### src/rtl/lcdsel_pkg.sv
package lcdsel_pkg;

  typedef logic [1:0] lvl_t;

  localparam lvl_t LVL_GND  = 2'b00;
  localparam lvl_t LVL_LOW  = 2'b01;
  localparam lvl_t LVL_HIGH = 2'b10;
  localparam lvl_t LVL_VDSP = 2'b11;

  // Strobes from control to datapath: the four rail choices for this cycle
  typedef struct packed {
    lvl_t comSelLvl;
    lvl_t comIdleLvl;
    lvl_t segOnLvl;
    lvl_t segOffLvl;
  } drvCtrl_t;

endpackage

### src/rtl/lcdsel_ctrl.sv
module lcdsel_ctrl
  import lcdsel_pkg::*;
#(
  parameter int NUM_COM = 8,
  localparam int ROW_W = (NUM_COM > 1) ? $clog2(NUM_COM) : 1
) (
  input  logic               staticReset,
  input  logic               blank,
  input  logic               polarity,
  input  logic [ROW_W-1:0]   rowIdx,
  output drvCtrl_t           ctrl,
  output logic [NUM_COM-1:0] rowSel
);

  // Rail choice per pin class: static reset wins over blanking
  always_comb begin
    if (staticReset) begin
      ctrl.comSelLvl  = LVL_LOW;
      ctrl.comIdleLvl = LVL_LOW;
      ctrl.segOnLvl   = LVL_LOW;
      ctrl.segOffLvl  = LVL_LOW;
    end else begin
      ctrl.comSelLvl  = polarity ? LVL_GND  : LVL_VDSP;
      ctrl.comIdleLvl = polarity ? LVL_HIGH : LVL_LOW;
      ctrl.segOffLvl  = polarity ? LVL_LOW  : LVL_HIGH;
      if (blank) ctrl.segOnLvl = polarity ? LVL_LOW : LVL_HIGH;
      else       ctrl.segOnLvl = polarity ? LVL_VDSP : LVL_GND;
    end
  end

  // Row decode to a one-hot select
  always_comb begin
    for (int i = 0; i < NUM_COM; i++) begin
      rowSel[i] = (rowIdx == ROW_W'(i));
    end
  end

endmodule

### src/rtl/lcdsel_datapath.sv
module lcdsel_datapath
  import lcdsel_pkg::*;
#(
  parameter int NUM_COM = 8,
  parameter int NUM_SEG = 64
) (
  input  logic                 clk,
  input  logic                 rstN,
  input  drvCtrl_t             ctrl,
  input  logic [NUM_COM-1:0]   rowSel,
  input  logic [NUM_SEG-1:0]   segData,
  output logic [2*NUM_COM-1:0] comCodes,
  output logic [2*NUM_SEG-1:0] segCodes
);

  genvar gi;

  generate
    for (gi = 0; gi < NUM_COM; gi++) begin : g_com
      lvl_t nextLvl;
      assign nextLvl = rowSel[gi] ? ctrl.comSelLvl : ctrl.comIdleLvl;
      always_ff @(posedge clk or negedge rstN) begin
        if (!rstN) comCodes[2*gi +: 2] <= LVL_LOW;
        else       comCodes[2*gi +: 2] <= nextLvl;
      end
    end

    for (gi = 0; gi < NUM_SEG; gi++) begin : g_seg
      lvl_t nextLvl;
      assign nextLvl = segData[gi] ? ctrl.segOnLvl : ctrl.segOffLvl;
      always_ff @(posedge clk or negedge rstN) begin
        if (!rstN) segCodes[2*gi +: 2] <= LVL_LOW;
        else       segCodes[2*gi +: 2] <= nextLvl;
      end
    end
  endgenerate

endmodule

### src/rtl/lcd_level_sel.sv
module lcd_level_sel
  import lcdsel_pkg::*;
#(
  parameter int NUM_COM = 8,
  parameter int NUM_SEG = 64,
  localparam int ROW_W = (NUM_COM > 1) ? $clog2(NUM_COM) : 1
) (
  input  logic                 clk,
  input  logic                 rstN,
  input  logic                 staticReset,
  input  logic                 blank,
  input  logic                 polarity,
  input  logic [ROW_W-1:0]     rowIdx,
  input  logic [NUM_SEG-1:0]   segData,
  output logic [2*NUM_COM-1:0] comCodes,
  output logic [2*NUM_SEG-1:0] segCodes
);

  drvCtrl_t           ctrl;
  logic [NUM_COM-1:0] rowSel;

  lcdsel_ctrl #(.NUM_COM(NUM_COM)) u_ctrl (
    .staticReset(staticReset),
    .blank      (blank),
    .polarity   (polarity),
    .rowIdx     (rowIdx),
    .ctrl       (ctrl),
    .rowSel     (rowSel)
  );

  lcdsel_datapath #(.NUM_COM(NUM_COM), .NUM_SEG(NUM_SEG)) u_dp (
    .clk     (clk),
    .rstN    (rstN),
    .ctrl    (ctrl),
    .rowSel  (rowSel),
    .segData (segData),
    .comCodes(comCodes),
    .segCodes(segCodes)
  );

  // Observation vectors taken from the output codes
  logic [NUM_COM-1:0] comIsSel, comLsb;
  logic [NUM_SEG-1:0] segIsSel, segLsb;
  always_comb begin
    for (int i = 0; i < NUM_COM; i++) begin
      comIsSel[i] = (comCodes[2*i+1] == comCodes[2*i]);
      comLsb[i]   = comCodes[2*i];
    end
    for (int i = 0; i < NUM_SEG; i++) begin
      segIsSel[i] = (segCodes[2*i+1] == segCodes[2*i]);
      segLsb[i]   = segCodes[2*i];
    end
  end

  AST_STATIC_HOLD: assert property (@(posedge clk) disable iff (!rstN)
    staticReset |=> (comCodes == {NUM_COM{LVL_LOW}} && segCodes == {NUM_SEG{LVL_LOW}}));

  AST_ONE_SELECT: assert property (@(posedge clk) disable iff (!rstN)
    !staticReset |=> ($countones(comIsSel) == 1 && comIsSel[$past(rowIdx)]));

  AST_FRAME_A_RAILS: assert property (@(posedge clk) disable iff (!rstN)
    (!staticReset && !polarity) |=> (&comLsb && !(|segLsb)));

  AST_FRAME_B_RAILS: assert property (@(posedge clk) disable iff (!rstN)
    (!staticReset && polarity) |=> (!(|comLsb) && &segLsb));

  AST_BLANK_DARK: assert property (@(posedge clk) disable iff (!rstN)
    (!staticReset && blank) |=> (segIsSel == '0));

  AST_DATA_MAP: assert property (@(posedge clk) disable iff (!rstN)
    (!staticReset && !blank) |=> (segIsSel == $past(segData)));

endmodule

### config.mk
export PLATFORM = sky130hd
export DESIGN_NAME = lcd_level_sel
export DESIGN_NICKNAME = d
export VERILOG_FILES = /design/src/rtl/lcdsel_pkg.sv /design/src/rtl/lcdsel_ctrl.sv /design/src/rtl/lcdsel_datapath.sv /design/src/rtl/lcd_level_sel.sv
export SDC_FILE = /design/constraint.sdc
export NUM_CORES = 1
export LEC_CHECK = 0
export BUFFER_PORTS_ARGS = -buffer_cell sky130_fd_sc_hd__buf_2
export CORE_ASPECT_RATIO = 1.5
export CORE_MARGIN = 1.5
export CORE_UTILIZATION = 45
export DETAILED_ROUTE_END_ITERATION = 10
export PLACE_DENSITY_LB_ADDON = 0.25
export SYNTH_ARGS = -nofsm -noshare
export SYNTH_HDL_FRONTEND = slang
export SYNTH_SLANG_ARGS = --single-unit
export TNS_END_PERCENT = 50
### constraint.sdc
create_clock -name clk -period 1 [get_ports clk]
set_input_delay 0.3 -clock clk [delete_from_list [all_inputs] [get_ports clk]]
set_output_delay 0.3 -clock clk [all_outputs]
set_load 0.02 [all_outputs]
==> results_dict.tcl, run 1 <==
set metrics [dict create \
    rows 49 \
    fill_cells 871 \
    die_height_um 139 \
    path_cells "buf_4" \
    syn_nets 526 \
    max_cap_violations 0 \
    dieArea_mm2 0.0129 \
    routed_via_density 4.44 \
    post-cts-setup-buffers 0 \
    yosys.area_share.xor_xnor_pct 10.2 \
    grt_overflow 0 \
    hold_viol_final 0 \
    track_usage_pct 19.7 \
    tightest_slew_ns 0.317 \
    ys_async_sr_fraction_pct 100 \
    start_util_pct 46.2 \
    io_pins 216 \
    die_x_um 93.4 \
    grt_pass1_wl_um 19400 \
    hp-class "in2reg" \
    min_period_over_period_pct 151 \
    ys_warn_count 0 \
    cts_root_buf "clkbuf_16" \
    start_kind "flop" \
    drv_slew 0 \
    synthSimpleGateAreaFrac_pct 19.5 \
    finalSetupViolCount 144 \
    post-synth-top-count-cell "dfrtp_1" \
    drive_above_1_share_pct 63.9 \
    synth_top_area_cell "dfrtp_1" \
    fin_nets 749 \
    path_buf_inv 1 \
    endpoint_kind "output pin" \
    fmax_mhz 663 \
    h-tree-depth 4 \
    synth_top_family_by_area "simple AND/OR/NAND/NOR gates" \
    synth_cell_types 19 \
    synth_top_cell_area_share_pct 32.7 \
    cts_tree "yes" \
    synth_compound_area_share_pct 0 \
    first_pass_iters 4 \
    critPathMaxStageDelay_ns 0.62 \
    drt_iter0_drc 109 \
    cts_max_path_buffers 2 \
    fin_ws_ns -0.509 \
    n_antenna_cell 0 \
    instances_no_fill 843 \
    drt-total-wl_um 11900 \
    area_growth_pct 51.4 \
    fin_util_pct 69.9 \
    wire_per_inst_um 14.1 \
    ys_ff_latch 133 \
    ir_worst_vdd_uv 1130 \
    place_hpwl_um 8360 \
    synth_mux_area_share_pct 1.45 \
    antenna_found_initial 0 \
    slowest_stage "dfstp_2" \
    clk_pin_slew_ns 0.06 \
    cts.sink_count 133 \
    gp_congestion 0.787 \
    failed_checks "negative setup slack" \
    synth_area_per_cell_um2 12.2 \
    pwr_density_cell_mw_per_mm2 1780 \
    grt_pass1_vias 4040 \
    path_class "reg2out" \
    critPathTopFamily "flip-flops" \
    grt_start_max_net_pins 42 \
    p_leak_nw 4.08 \
    min_period_ns 1.51 \
    relSlewSlack_pct 78.9 \
    ys_dominant_reg_cell "dfrtp_1" \
    placed_area_mm2 0.00718 \
    cp_data_required_time_ns 0.70 \
    fin_area_mm2 0.00836 \
    post-route-drc-count 0 \
    synth_edf_count 0 \
    synth_area_mm2 0.00552 \
    worstPathMaxFanout 8 \
    ant_nets 0 \
    fin_tns_setup_ns -41.82 \
    synth_common_cells "dfrtp_1 (72), nor2_1 (66), nand2b_1 (65)" \
    yosys-top-cells-area "dfrtp_1 (33%), dfstp_2 (29%), xnor2_1 (10%), nand2b_1 (7.4%), or2_2 (5.9%)" \
    status "finished with violations" \
    rsz0062_at_grt "yes" \
    via_count 3741 \
    worstPathArrival_ns 1.21 \
    core_mm2 0.0120 \
    ys_seq_area_share_pct 61.7 \
    io_buffers 215 \
    syn_inst 454 \
    synth_adder_area_share_pct 0 \
    place_inst 810 \
    cts_made_buffers 17 \
]
worst paths after layout:
path / slack (ns) / depth (start not counted) / to / startpoint
worst max-delay path: -0.51 / 1 / comCodes[4] / u_dp.comCodes[0]
worst min-delay path: 0.23 / 4 / u_dp.segCodes[27] / segData[13]
max in group asynchronous: 0.18 / 3 / u_dp.segCodes[110] / rstN
min in group asynchronous: 0.32 / 2 / u_dp.comCodes[13] / rstN
registers in the layout (all words and copies together), names as in the netlist:
name	count
u_dp.segCodes	124
u_dp.comCodes	9
area by class of cell:
class	count	area [um2]	share of cell area, %
sequential	133	3400	40.7
timing repair buffer	254	2070	24.8
multi-input combinational	271	2060	24.7
clock buffer	19	464	5.56
tap	153	191	2.29
clock inverter	13	158	1.89
metrics by stage:
stage / worst slack [ns] / hold WS [ns] / power, mW
2_1_floorplan: -0.0905 / 0.00441 / 7.50
3_3_place_gp: -0.130 / 0.200 / 8.25
3_5_place_dp: -0.176 / 0.202 / 8.31
6_report: -0.509 / 0.227 / 14.9
5_1_grt: -0.571 / 0.221 / 15.6
4_1_cts: -0.481 / 0.214 / 15.0
placed cells by master, fill, tap and decap left out, drive strengths merged, types with 2 or more instances in the layout:
master | synthesis | layout
dfstp | 61 | 61
dfrtp | 72 | 72
mux2i | 8 | 8
or2 | 60 | 60
nand3b | 2 | 2
nand2 | 2 | 2
clkbuf | 24 | 19
buf | 26 | 253
nor3b | 2 | 2
nor2 | 66 | 66
xnor2 | 64 | 64
bufinv | 0 | 2
nand2b | 65 | 65
inv | 0 | 9
cells by family after synthesis:
group | count (synthesis)
muxes | 8
buffers and inverters | 50
DFF | 133
and+or+nand+nor | 199
xor gates and xnor gates | 64
power by group:
| part | switching, mW | internal [mW] | leakage [nW] | total, mW |
|---|---|---|---|---|
| Combinational | 1.29 | 1.23 | 2.20 | 2.51 |
| Clock | 2.43 | 3.98 | 0.307 | 6.40 |
| Sequential | 0.150 | 5.83 | 1.57 | 5.98 |
per-layer routing:
| metal | GRT usage (%) | wire length [um] | vias to the layer above | share of wire [%] |
|---|---|---|---|---|
| met3 | 7.02 | 832 | 22 | 7.0 |
| met2 | 35.2 | 6650 | 150 | 56 |
| met5 | 0 | 0 | - | 0 |
| met1 | 20.2 | 4130 | 1775 | 35 |
| met4 | 8.21 | 284 | 0 | 2.4 |
| li1 | - | - | 1794 | - |
what timing repair did:
action / 4_1_cts / 5_1_grt
gates resized for setup: 139 / 37
hold buffers: 1 / 0
hold endpoints to repair: 3 / 0
endpoints found under the setup margin: 144 / 144
pin swaps: 0 / 0
Note: power is estimated with default switching activity, not from simulation.
==> run 2, diff against run 1 <==
--- a/config.mk
+++ b/config.mk
@@ -5,6 +5,7 @@
 export SDC_FILE = /design/constraint.sdc
 export NUM_CORES = 1
 export LEC_CHECK = 0
+export ABC_AREA = 1
 export BUFFER_PORTS_ARGS = -buffer_cell sky130_fd_sc_hd__buf_2
 export CORE_ASPECT_RATIO = 1.5
 export CORE_MARGIN = 1.5
==> results_dict.tcl, run 2 <==
set metrics [dict create \
    status "finished with violations" \
    failed_checks "negative setup slack" \
    p_switching_mw 3.72 \
    min_period_ns 1.46 \
    antenna_found_initial 2 \
    multi_input_area_mm2 0.00141 \
    p_leak_nw 3.87 \
    finalSetupViolCount 144 \
    tightest_slew_ns 0.408 \
    place_hpwl_um 8520 \
    cts_max_path_buffers 2 \
    busiest_layer "met2" \
    synth_cell_types 20 \
    p_sw_share_pct 26.0 \
    ys_warn_count 0 \
    synth_area_per_cell_um2 10.9 \
    cts_root_buf "clkbuf_16" \
    via_count 4207 \
    wire_per_inst_um 15.5 \
    synth_common_cells "nand2_1 (133), dfrtp_1 (72), nand4_1 (65)" \
    fin_tns_setup_ns -41.63 \
    synth_top_family_by_area "simple AND/OR/NAND/NOR gates" \
    synth_adder_area_share_pct 0 \
    routed_via_density 4.97 \
    grt_use_met2_pct 39.8 \
    fill_cells 847 \
    worstPathMaxFanout 5 \
    pwr_density_cell_mw_per_mm2 1890 \
    h-tree-depth 4 \
    hold_viol_final 0 \
    grt_pass1_vias 4329 \
    endpoint_kind "output pin" \
    clk_pin_slew_ns 0.06 \
    path_cells "buf_6" \
    synth_area_mm2 0.00510 \
    cts_tree "yes" \
    io_buffers 215 \
    ys_seq_area_share_pct 66.8 \
    seqCellArea_mm2 0.00340 \
    instances_no_fill 847 \
    drt_iter0_drc 132 \
    post-cts-setup-buffers 0 \
    syn_inst 470 \
    grt_overflow 0 \
    area_growth_pct 48.5 \
    holdWs_ns 0.144 \
    drive_above_1_share_pct 49.3 \
    ant_nets 0 \
    core_mm2 0.0111 \
    rows 47 \
    min_period_over_period_pct 146 \
    grt_start_max_net_pins 64 \
    dieArea_mm2 0.0120 \
    critPathTopFamily "flip-flops" \
    max_cap_violations 0 \
    largestRegisters "u_dp.segCodes: 124 flops, u_dp.comCodes: 9 flops" \
    path_class "reg2out" \
    fmax_mhz 687 \
    first_pass_iters 4 \
    ys_ff_latch 133 \
    yosys.area_share.xor_xnor_pct 0 \
    synth_top_area_cell "dfrtp_1" \
    fin_area_mm2 0.00757 \
    ys_dominant_reg_cell "dfrtp_1" \
    internal-power_mw 10.6 \
    track_usage_pct 22.7 \
    synth_top_cell_area_share_pct 35.3 \
    yosys-top-cells-area "dfrtp_1 (35%), dfstp_2 (31%), nand2_1 (9.8%), nand4_1 (8.0%), or2_1 (6.4%)" \
    path_buf_inv 1 \
    fin_util_pct 68.5 \
    gp_congestion 0.826 \
    die_height_um 133 \
    worstPathArrival_ns 1.16 \
    post-route-drc-count 0 \
    pwr-share-clk_pct 43.8 \
    power.share.combinational_pct 14.6 \
    ys_async_sr_fraction_pct 100 \
    start_kind "flop" \
    syn_nets 542 \
    critPathMaxStageDelay_ns 0.61 \
    cts_made_buffers 17 \
    dpl_worst_slack_ns -0.191 \
    sequentialPowerShare_pct 41.6 \
    relSlewSlack_pct 72.8 \
    io_pins 216 \
    met3_usage_pct 6.28 \
    slowest_stage "dfstp_2" \
    synth_mux_area_share_pct 0 \
    synthSimpleGateAreaFrac_pct 26.9 \
    fin_ws_ns -0.457 \
    ir_worst_vdd_uv 1280 \
    start_util_pct 46.1 \
    grt_util_met1_pct 25.5 \
    drv_slew 0 \
    largest_register "u_dp.segCodes" \
    final_common_cell "buf_2" \
    synth_edf_count 0 \
    largest_reg_flops 124 \
    finalPower_mw 14.3 \
    hp-class "in2reg" \
    drt-total-wl_um 13200 \
    synth_compound_area_share_pct 0.687 \
    cts.sink_count 133 \
    die_x_um 89.9 \
    placed_area_mm2 0.00645 \
    grt_pass1_wl_um 21300 \
    rsz0062_at_grt "yes" \
    final_cell_mix "buf_2 (134), nand2_1 (132), buf_6 (79)" \
    post-synth-top-count-cell "nand2_1" \
    place_inst 812 \
    cp_data_required_time_ns 0.70 \
    fin_nets 757 \
]
[run 2: changes by cell type in the layout (fill, tap and decap cells not counted), moves of 41 or more]
cell	delta
nand4_1	+65
nand2_1	+130
or2_2	-41
nor2_1	-65
xnor2_1	-43
nand2b_1	-43
or2_1	+44
[run 2: cell families after synthesis]
family / Yosys count
buf+inv: 56
simple gates: 274
flops: 133
compound gates: 7
[run 2: final timing paths]
check | from | endpoint | slack (ns) | cells after the start
setup / recovery | u_dp.segCodes[102] | segCodes[0] | -0.46 | 1
hold / removal | segData[34] | u_dp.segCodes[69] | 0.14 | 3
max in group asynchronous | rstN | u_dp.segCodes[4] | 0.08 | 3
min in group asynchronous | rstN | u_dp.segCodes[123] | 0.36 | 2
[run 2: worst min-delay path, delay by kind of cell]
kind	cells	cell delay, ns
and+or+nand+nor	2	0.13
buffers and inverters	1	0.08
[run 2: cell type report]
cell class / instances / area share (%)
timing repair buffer: 245 / 25.5
multi-input combinational: 281 / 18.6
antenna: 2 / 0.0661
clock inverter: 12 / 1.88
tap: 147 / 2.43
inverter: 7 / 0.364
clock buffer: 20 / 6.18
sequential: 133 / 45.0
[run 2: what timing repair did]
action                                 in CTS  in global routing
endpoints found under the hold margin       6                  0
resized for setup                         135                 24
gates cloned                                0                  0
hold buffers                                1                  0
pin swaps                                   0                  0
setup endpoints to repair                 144                144
[run 2: metal layers]
| layer | wire (um) | part of all wire, % |
|---|---|---|
| met1 | 4910 | 37 |
| met2 | 7090 | 54 |
| met3 | 860 | 6.5 |
| met4 | 307 | 2.3 |
| met5 | 0 | 0 |
[run 2: power by group through the flow]
stage / Clock (mW) / Sequential, mW / Combinational (mW)
global route: 6.62 / 5.99 / 2.24
floorplan: 0 / 6.46 / 0.549
global placement: 0 / 5.99 / 1.82
CTS: 6.39 / 5.95 / 2.04
detailed placement: 0 / 6.00 / 1.87
finish: 6.27 / 5.97 / 2.09
